==> src/rtl/cpu_win_pkg.sv <==
package cpu_win_pkg;
    localparam int NSLOT    = 11;
    localparam int INT_SLOT = 10;
    localparam int IDX_W    = 5;
    localparam int RA_W     = 6;
    localparam logic [RA_W-1:0] RA_ENABLE = 6'h30;
    localparam logic [RA_W-1:0] RA_CONFIG = 6'h31;
    localparam int NOCOPY_BIT = 27;
    localparam int RMLO_LSB   = 16;
    localparam int RMLO_W     = 16;

    typedef enum logic [1:0] {
        FLD_BASE = 2'd0,
        FLD_SIZE = 2'd1,
        FLD_RMLO = 2'd2,
        FLD_RMHI = 2'd3
    } fld_e;

    // enable-word bit that owns a slot; also the reported window index
    function automatic logic [IDX_W-1:0] slot_bit(input int s);
        return (s == INT_SLOT) ? 5'd20 : 5'(s + 9);
    endfunction
endpackage

==> src/rtl/cpu_win_regs.sv <==
module cpu_win_regs
    import cpu_win_pkg::*;
#(
    parameter int          BASE_W      = 20,
    parameter int          SIZE_W      = 16,
    parameter logic [31:0] INT_BASE_RST = 32'h0100_F100
) (
    input  logic                           clk,
    input  logic                           rst,
    input  logic                           wr_en,
    input  logic [RA_W-1:0]                wr_addr,
    input  logic [31:0]                    wr_data,
    output logic [NSLOT-1:0][BASE_W-1:0]   base_q,
    output logic [NSLOT-1:0][SIZE_W-1:0]   size_q,
    output logic [NSLOT-1:0][63:0]         remap_q,
    output logic [NSLOT-1:0]               off_q
);
    logic nocopy_q;
    fld_e fld;
    assign fld = fld_e'(wr_addr[1:0]);

    // shared enable word (only the decoded bits are kept) and copy control
    always_ff @(posedge clk) begin
        if (rst) begin
            off_q    <= '1;
            nocopy_q <= 1'b0;
        end else if (wr_en) begin
            if (wr_addr == RA_ENABLE) begin
                for (int s = 0; s < NSLOT; s++) begin
                    off_q[s] <= wr_data[slot_bit(s)];
                end
            end
            if (wr_addr == RA_CONFIG) begin
                nocopy_q <= wr_data[NOCOPY_BIT];
            end
        end
    end

    for (genvar s = 0; s < NSLOT; s++) begin : g_slot
        logic sel;
        logic [BASE_W-1:0] b_q;
        assign sel       = wr_en && (wr_addr[RA_W-1:2] == 4'(s));
        assign base_q[s] = b_q;

        if (s == INT_SLOT) begin : g_int
            always_ff @(posedge clk) begin
                if (rst) begin
                    b_q <= INT_BASE_RST[BASE_W-1:0];
                end else if (sel && fld == FLD_BASE) begin
                    b_q <= wr_data[BASE_W-1:0];
                end
            end
            assign size_q[s]  = '0;
            assign remap_q[s] = '0;
        end else begin : g_pci
            logic [SIZE_W-1:0] sz_q;
            logic [RMLO_W-1:0] lo_q;
            logic [31:0]       hi_q;
            always_ff @(posedge clk) begin
                if (rst) begin
                    b_q  <= '0;
                    sz_q <= '0;
                    lo_q <= '0;
                    hi_q <= '0;
                end else if (sel) begin
                    unique case (fld)
                        FLD_BASE: begin
                            b_q <= wr_data[BASE_W-1:0];
                            if (!nocopy_q) lo_q <= wr_data[RMLO_W-1:0];
                        end
                        FLD_SIZE: sz_q <= wr_data[SIZE_W-1:0];
                        FLD_RMLO: lo_q <= wr_data[RMLO_W-1:0];
                        FLD_RMHI: hi_q <= wr_data;
                    endcase
                end
            end
            assign size_q[s]  = sz_q;
            assign remap_q[s] = {hi_q, lo_q, {RMLO_LSB{1'b0}}};
        end
    end
endmodule

==> src/rtl/cpu_win_match.sv <==
module cpu_win_match
    import cpu_win_pkg::*;
#(
    parameter int ADDR_W = 36,
    parameter int GRAN_W = 16,
    parameter int SIZE_W = 16,
    localparam int BASE_W = ADDR_W - GRAN_W
) (
    input  logic [ADDR_W-1:0]              addr,
    input  logic [NSLOT-1:0][BASE_W-1:0]   base_q,
    input  logic [NSLOT-1:0][SIZE_W-1:0]   size_q,
    input  logic [NSLOT-1:0]               off_q,
    output logic [NSLOT-1:0]               hit_v,
    output logic [NSLOT-1:0][ADDR_W-1:0]   ofs
);
    for (genvar s = 0; s < NSLOT; s++) begin : g_cmp
        logic [ADDR_W-1:0] start;
        logic [ADDR_W-1:0] len;
        logic [ADDR_W:0]   diff;
        assign start  = {base_q[s], {GRAN_W{1'b0}}};
        assign len    = (ADDR_W'(size_q[s]) + ADDR_W'(1)) << GRAN_W;
        assign diff   = {1'b0, addr} - {1'b0, start};
        assign ofs[s] = diff[ADDR_W-1:0];
        assign hit_v[s] = !off_q[s] && !diff[ADDR_W] && (diff[ADDR_W-1:0] < len);
    end
endmodule

==> src/rtl/cpu_win_pick.sv <==
module cpu_win_pick
    import cpu_win_pkg::*;
#(
    parameter int ADDR_W = 36
) (
    input  logic [NSLOT-1:0]               hit_v,
    input  logic [NSLOT-1:0][ADDR_W-1:0]   ofs,
    input  logic [NSLOT-1:0][63:0]         remap_q,
    output logic                           hit,
    output logic [IDX_W-1:0]               idx,
    output logic [63:0]                    tgt
);
    // scan from the top so the lowest slot (lowest enable bit) is left standing
    always_comb begin
        hit = 1'b0;
        idx = '0;
        tgt = '0;
        for (int s = NSLOT - 1; s >= 0; s--) begin
            if (hit_v[s]) begin
                hit = 1'b1;
                idx = slot_bit(s);
                tgt = 64'(ofs[s]) + remap_q[s];
            end
        end
    end
endmodule

==> src/rtl/cpu_win_decoder.sv <==
module cpu_win_decoder
    import cpu_win_pkg::*;
#(
    parameter int          ADDR_W       = 36,
    parameter int          GRAN_W       = 16,
    parameter int          SIZE_W       = 16,
    parameter logic [31:0] INT_BASE_RST = 32'h0100_F100
) (
    input  logic              clk,
    input  logic              rst,
    input  logic              wr_en,
    input  logic [5:0]        wr_addr,
    input  logic [31:0]       wr_data,
    input  logic              lk_valid,
    input  logic [ADDR_W-1:0] lk_addr,
    output logic              res_valid,
    output logic              res_hit,
    output logic [4:0]        res_idx,
    output logic [63:0]       res_addr
);
    localparam int BASE_W = ADDR_W - GRAN_W;

    logic [NSLOT-1:0][BASE_W-1:0] base_q;
    logic [NSLOT-1:0][SIZE_W-1:0] size_q;
    logic [NSLOT-1:0][63:0]       remap_q;
    logic [NSLOT-1:0]             off_q;
    logic [NSLOT-1:0]             hit_v;
    logic [NSLOT-1:0][ADDR_W-1:0] ofs;
    logic                         p_hit;
    logic [IDX_W-1:0]             p_idx;
    logic [63:0]                  p_tgt;

    cpu_win_regs #(
        .BASE_W(BASE_W), .SIZE_W(SIZE_W), .INT_BASE_RST(INT_BASE_RST)
    ) u_regs (
        .clk(clk), .rst(rst), .wr_en(wr_en), .wr_addr(wr_addr), .wr_data(wr_data),
        .base_q(base_q), .size_q(size_q), .remap_q(remap_q), .off_q(off_q)
    );

    cpu_win_match #(
        .ADDR_W(ADDR_W), .GRAN_W(GRAN_W), .SIZE_W(SIZE_W)
    ) u_match (
        .addr(lk_addr), .base_q(base_q), .size_q(size_q), .off_q(off_q),
        .hit_v(hit_v), .ofs(ofs)
    );

    cpu_win_pick #(.ADDR_W(ADDR_W)) u_pick (
        .hit_v(hit_v), .ofs(ofs), .remap_q(remap_q),
        .hit(p_hit), .idx(p_idx), .tgt(p_tgt)
    );

    always_ff @(posedge clk) begin
        if (rst) begin
            res_valid <= 1'b0;
            res_hit   <= 1'b0;
            res_idx   <= '0;
            res_addr  <= '0;
        end else begin
            res_valid <= lk_valid;
            res_hit   <= lk_valid && p_hit;
            res_idx   <= (lk_valid && p_hit) ? p_idx : '0;
            res_addr  <= (lk_valid && p_hit) ? p_tgt : '0;
        end
    end
endmodule

==> config.mk <==
export PLATFORM = sky130hd
export DESIGN_NAME = cpu_win_decoder
export DESIGN_NICKNAME = d
export VERILOG_FILES = /design/src/rtl/cpu_win_pkg.sv /design/src/rtl/cpu_win_regs.sv /design/src/rtl/cpu_win_match.sv /design/src/rtl/cpu_win_pick.sv /design/src/rtl/cpu_win_decoder.sv
export SDC_FILE = /design/constraint.sdc
export NUM_CORES = 2
export LEC_CHECK = 0
export BUFFER_PORTS_ARGS = -buffer_cell sky130_fd_sc_hd__buf_2
export CORE_MARGIN = 2
export CORE_UTILIZATION = 45
export CTS_BUF_LIST = sky130_fd_sc_hd__clkbuf_8
export DETAILED_ROUTE_END_ITERATION = 10
export PLACE_DENSITY = 0.58
export SYNTH_ARGS = -nofsm -noshare
export SYNTH_HDL_FRONTEND = slang
export SYNTH_SLANG_ARGS = --single-unit
==> constraint.sdc <==
create_clock -name clk -period 8.5 [get_ports clk]
set_clock_uncertainty 0.05 [all_clocks]
set_input_delay 0.85 -clock clk [delete_from_list [all_inputs] [get_ports clk]]
set_output_delay 0.85 -clock clk [all_outputs]
set_load 0.05 [all_outputs]
==> flow_results.xml <==
<?xml version="1.0" encoding="UTF-8"?>
<metrics>
  <group name="route">
    <metric name="via_count" unit="">69484</metric>
    <metric name="final_ant_viol_nets" unit="">0</metric>
    <metric name="post_drt_via_cell_ratio" unit="">6.04</metric>
    <metric name="routed_wire_length_per_instance" unit="um">26.0</metric>
    <metric name="finalWirelength" unit="mm">300</metric>
    <metric name="first_pass_iters" unit="">7</metric>
    <metric name="initialDrtViolationCount" unit="">7864</metric>
    <metric name="drc" unit="">0</metric>
  </group>
  <group name="critical_path">
    <metric name="critical-path-slowest-cell" unit="">sky130_fd_sc_hd__inv_1</metric>
    <metric name="buffers_plus_inverters_on_the_worst_setup_path" unit="">4</metric>
    <metric name="cp.arrival" unit="ns">8.45</metric>
    <metric name="r2r-end" unit="">res_addr[61]</metric>
    <metric name="cp_data_required_time" unit="ns">9.32</metric>
    <metric name="timing.reg2reg.setup_slack" unit="ns">1.72</metric>
    <metric name="worst-setup-path-type" unit="">input port to register</metric>
    <metric name="critPathMaxStageDelay" unit="ns">0.99</metric>
    <metric name="crit_path_start" unit="">lk_addr[16]</metric>
    <metric name="crit_family" unit="">compound AO/OA/AOI/OAI gates</metric>
    <metric name="worstSetupEndpoint" unit="">res_addr[61]</metric>
    <metric name="setup.worst_path.start_class" unit="">input port</metric>
    <metric name="timing.reg2reg.worst_path_depth" unit="">25</metric>
    <metric name="endpoint_kind" unit="">register</metric>
    <metric name="critical_path.max_fanout" unit="">10</metric>
    <metric name="worst-path-stages" unit="">27</metric>
    <metric name="worstReg2RegStart" unit="">u_regs.g_slot[1].b_q[0]</metric>
  </group>
  <group name="pwr">
    <metric name="pwr-share-comb" unit="">0.172</metric>
    <metric name="power_report.internal_total" unit="mW">7.55</metric>
    <metric name="vdd.ir_drop.worst" unit="mV">0.162</metric>
    <metric name="swShare" unit="">0.322</metric>
    <metric name="clockPowerShare" unit="">0.428</metric>
    <metric name="power" unit="mW">11.1</metric>
    <metric name="power.static_leakage" unit="nW">27.1</metric>
    <metric name="share_seq_of_total_power" unit="">0.400</metric>
    <metric name="p_switching" unit="mW">3.59</metric>
    <metric name="pwr_cell_area" unit="nW/um^2">149</metric>
  </group>
  <group name="global_routing">
    <metric name="grt_pass1_vias" unit="">63848</metric>
    <metric name="remaining_global_route_overflow" unit="">0</metric>
    <metric name="global_route_wire_length_before_repair" unit="mm">431</metric>
    <metric name="grt_max_degree" unit="">86</metric>
    <metric name="grt_usage" unit="">0.377</metric>
    <metric name="antenna_found_initial" unit="">14</metric>
  </group>
  <group name="floorplan">
    <metric name="fp.coreArea" unit="um^2">150000</metric>
    <metric name="rows" unit="">142</metric>
    <metric name="design.die.area" unit="um^2">155000</metric>
    <metric name="die_height" unit="um">393</metric>
    <metric name="initial_utilization" unit="">0.454</metric>
    <metric name="chipWidth" unit="um">393</metric>
    <metric name="ios" unit="">149</metric>
  </group>
  <group name="timing">
    <metric name="layout_min_cycle_time" unit="ns">7.63</metric>
    <metric name="setup_repair_after_global_routing_missed_its_margin" unit="">false</metric>
    <metric name="timing_worst_slew_pin_value" unit="ns">1.48</metric>
    <metric name="period_share" unit="">0.898</metric>
    <metric name="totalNegativeSetupSlack" unit="ns">0</metric>
    <metric name="fmax" unit="MHz">131</metric>
    <metric name="setup_viol_count_final" unit="">0</metric>
    <metric name="slew_violations" unit="">0</metric>
    <metric name="hold_viol_final" unit="">0</metric>
    <metric name="max_slew_margin" unit="">0.0115</metric>
    <metric name="fin_hold_ws" unit="ns">0.0349</metric>
  </group>
  <group name="synthesis">
    <metric name="async_reset_ff_frac" unit="">0</metric>
    <metric name="post_synth.cell_area_avg" unit="um^2">7.29</metric>
    <metric name="synthFlopType" unit="">sky130_fd_sc_hd__dfxtp_1</metric>
    <metric name="yosys.area.top_type_share" unit="">0.277</metric>
    <metric name="synth.distinct_cells" unit="">98</metric>
    <metric name="postSynthCellCount" unit="">9344</metric>
    <metric name="ys_top_cells_by_area" unit="">sky130_fd_sc_hd__dfxtp_1, sky130_fd_sc_hd__nand2_1, sky130_fd_sc_hd__ha_1</metric>
    <metric name="ys_seq_area_frac" unit="">0.277</metric>
    <metric name="postSynthRegisterBits" unit="">943</metric>
    <metric name="synth-edff-count" unit="">0</metric>
    <metric name="synth_nets" unit="">10033</metric>
    <metric name="yosys_warnings" unit="">0</metric>
    <metric name="leading_area_contributor_after_synthesis" unit="">sky130_fd_sc_hd__dfxtp_1</metric>
    <metric name="synthesis.area" unit="um^2">68200</metric>
  </group>
  <group name="cells_and_area">
    <metric name="drive_gt1_frac" unit="">0.0688</metric>
    <metric name="post-route-util" unit="">0.497</metric>
    <metric name="finish.net_count" unit="">10029</metric>
    <metric name="syn_to_final_growth" unit="%">9.46</metric>
    <metric name="layout.cells.non_filler" unit="">11512</metric>
  </group>
  <group name="clock_tree">
    <metric name="post_cts_resized" unit="">0</metric>
    <metric name="worstSkewPairLatency" unit="ns">0.96</metric>
    <metric name="post-cts-setup-buffers" unit="">0</metric>
    <metric name="cts_buffer_depth" unit="">3</metric>
    <metric name="root_buffer" unit="">sky130_fd_sc_hd__clkbuf_8</metric>
    <metric name="htree_levels" unit="">4</metric>
    <metric name="clkSinkCount" unit="">943</metric>
    <metric name="clkTransAtPathRegs" unit="ns">0.06</metric>
    <metric name="postCtsHoldBufs" unit="">0</metric>
    <metric name="total_clock_buffers_created_by_cts" unit="">176</metric>
    <metric name="cts_tree" unit="">built</metric>
  </group>
  <group name="placed_design">
    <metric name="gpl.final_weighted_congestion" unit="">1.05</metric>
    <metric name="port_buffers" unit="">148</metric>
    <metric name="place_hpwl" unit="mm">214</metric>
    <metric name="numPlacedInstances" unit="">11177</metric>
  </group>
  <group name="outcome">
    <metric name="violated_checks" unit="">capacitance limit</metric>
    <metric name="status" unit="">finished, violations left</metric>
  </group>
  <group name="flow_run">
    <metric name="max_cap_violations" unit="">1</metric>
  </group>
  <group name="worst_hold_path">
    <metric name="hold_path_class" unit="">input port to register</metric>
  </group>
</metrics>
==> routing by layer <==
layer	track usage	vias to the layer above	routed length, um
li1	-	32691	-
met3	0.0789	683	27700
met2	0.576	3030	127000
met4	0.189	4	17500
met1	0.500	33076	127000
met5	0	-	34
==> power by group through the flow <==
stage | sequential [mW] | combinational, mW | clock, mW
after floorplan | 4.55 | 1.15 | 0
after global placement | 4.55 | 1.83 | 0
after detailed placement | 4.55 | 1.84 | 0
after CTS | 4.46 | 1.85 | 4.81
after global routing | 4.46 | 2.03 | 5.00
final | 4.46 | 1.91 | 4.77
==> state kept, by name, indices dropped and copies added (netlist names) <==
| name | count |
|---|---|
| u_regs.g_slot.g_pci.sz_q | 160 |
| res_idx | 5 |
| u_regs.g_slot.g_pci.lo_q | 160 |
| u_regs.nocopy_q | 1 |
| res_hit | 1 |
| u_regs.off_q | 11 |
| res_addr | 64 |
| u_regs.g_slot.g_pci.hi_q | 320 |
| u_regs.g_slot.b_q | 220 |
| res_valid | 1 |
==> cell families after synthesis <==
family / share of synthesized area
AOI/OAI and AO/OA: 0.233
and+or+nand+nor: 0.232
xor gates and xnor gates: 0.0933
DFF: 0.277
adders and majority gates: 0.114
buffers and inverters: 0.0474
muxes: 0.00283
==> Yosys cell counts, drive strengths merged (57+ instances only) <==
| library cell | number |
|---|---|
| o21a | 82 |
| and3 | 152 |
| o211ai | 81 |
| dfxtp | 943 |
| nand4 | 118 |
| xor2 | 282 |
| a21oi | 1305 |
| a31oi | 68 |
| nor2b | 70 |
| nor3 | 95 |
| nand2b | 57 |
| o21ai | 311 |
| nor2 | 465 |
| a21o | 145 |
| nand2 | 2167 |
| inv | 369 |
| xnor2 | 444 |
| a211oi | 112 |
| nand3 | 267 |
| o21bai | 66 |
| clkbuf | 427 |
| ha | 590 |
==> layout by cell type (no fill, tap or decap), types with 35 or more instances in the layout <==
cell                       synthesis  routed
sky130_fd_sc_hd__a211o_1          41      41
sky130_fd_sc_hd__a211oi_1        110     109
sky130_fd_sc_hd__a21o_1          145     145
sky130_fd_sc_hd__a21oi_1        1305    1304
sky130_fd_sc_hd__a221oi_1         55      55
sky130_fd_sc_hd__a31oi_1          68      68
sky130_fd_sc_hd__and2_1           51      51
sky130_fd_sc_hd__and3_1          152     152
sky130_fd_sc_hd__and4_1           36      36
sky130_fd_sc_hd__buf_2            23     135
sky130_fd_sc_hd__buf_4             2     158
sky130_fd_sc_hd__clkbuf_8          0     223
sky130_fd_sc_hd__dfxtp_1         943     943
sky130_fd_sc_hd__ha_1            590     590
sky130_fd_sc_hd__inv_1           367     418
sky130_fd_sc_hd__nand2_1        2167    2167
sky130_fd_sc_hd__nand2b_1         57      57
sky130_fd_sc_hd__nand3_1         266     266
sky130_fd_sc_hd__nand4_1         118     118
sky130_fd_sc_hd__nor2_1          464     447
sky130_fd_sc_hd__nor2b_1          70      70
sky130_fd_sc_hd__nor3_1           94      91
sky130_fd_sc_hd__o211ai_1         80      80
sky130_fd_sc_hd__o21a_1           82      82
sky130_fd_sc_hd__o21ai_0         303     303
sky130_fd_sc_hd__o21bai_1         65      65
sky130_fd_sc_hd__o221ai_1         35      35
sky130_fd_sc_hd__xnor2_1         444     444
sky130_fd_sc_hd__xor2_1          282     282
==> cell type report <==
class,count,area (um^2)
Antenna cell,9,22.5
Clock buffer,223,3070
Clock inverter,102,653
Fill cell,15104,75500
Inverter,369,1390
Multi-Input combinational cell,7556,46200
Sequential cell,943,18900
Tap cell,2016,2520
Timing Repair Buffer,294,1880
==> worst reg2reg max path: stages, from the launching register on <==
cell,delay [ns]
sky130_fd_sc_hd__dfxtp_1,0.33
sky130_fd_sc_hd__ha_1,0.17
sky130_fd_sc_hd__inv_1,0.06
sky130_fd_sc_hd__fa_1,0.41
sky130_fd_sc_hd__a21oi_1,0.23
sky130_fd_sc_hd__o21bai_1,0.13
sky130_fd_sc_hd__o31a_1,0.33
sky130_fd_sc_hd__a21oi_1,0.17
sky130_fd_sc_hd__nor2_1,0.05
sky130_fd_sc_hd__nor2_1,0.21
sky130_fd_sc_hd__o21bai_1,0.09
sky130_fd_sc_hd__a21oi_1,0.18
sky130_fd_sc_hd__xnor2_1,0.16
sky130_fd_sc_hd__ha_1,0.42
sky130_fd_sc_hd__nand2_1,0.07
sky130_fd_sc_hd__o21ai_0,0.24
sky130_fd_sc_hd__o41ai_1,0.14
sky130_fd_sc_hd__o22ai_1,0.31
sky130_fd_sc_hd__a21oi_1,0.13
sky130_fd_sc_hd__buf_4,0.19
sky130_fd_sc_hd__nor2_1,0.53
sky130_fd_sc_hd__nand4_1,0.19
sky130_fd_sc_hd__xor2_1,0.19
sky130_fd_sc_hd__o21ai_0,0.91
sky130_fd_sc_hd__o221ai_1,0.62
sky130_fd_sc_hd__nor2_1,0.21
==> worst min path at each step <==
stage                                        start                        to  slack [ns]  cells past startpoint
after floorplan           u_regs.g_slot[0].b_q[10]  u_regs.g_slot[0].b_q[10]        0.39                      2
after global placement    u_regs.g_slot[2].b_q[13]  u_regs.g_slot[2].b_q[13]        0.39                      2
after detailed placement  u_regs.g_slot[6].b_q[13]  u_regs.g_slot[6].b_q[13]        0.40                      2
after CTS                              lk_addr[12]              res_addr[12]       0.003                      2
after global routing                   lk_addr[15]              res_addr[15]        0.03                      2
final                                  lk_addr[12]              res_addr[12]        0.03                      2
==> through the flow <==
stage / worst slack (ns) / cell area, um^2
after floorplan: 2.77 / 68200
after global placement: 0.496 / 70800
after detailed placement: 0.415 / 70800
after CTS: 1.39 / 74600
after global routing: 0.698 / 74600
final: 0.866 / 74600
No activity file was read; power rests on OpenSTA's default activity.
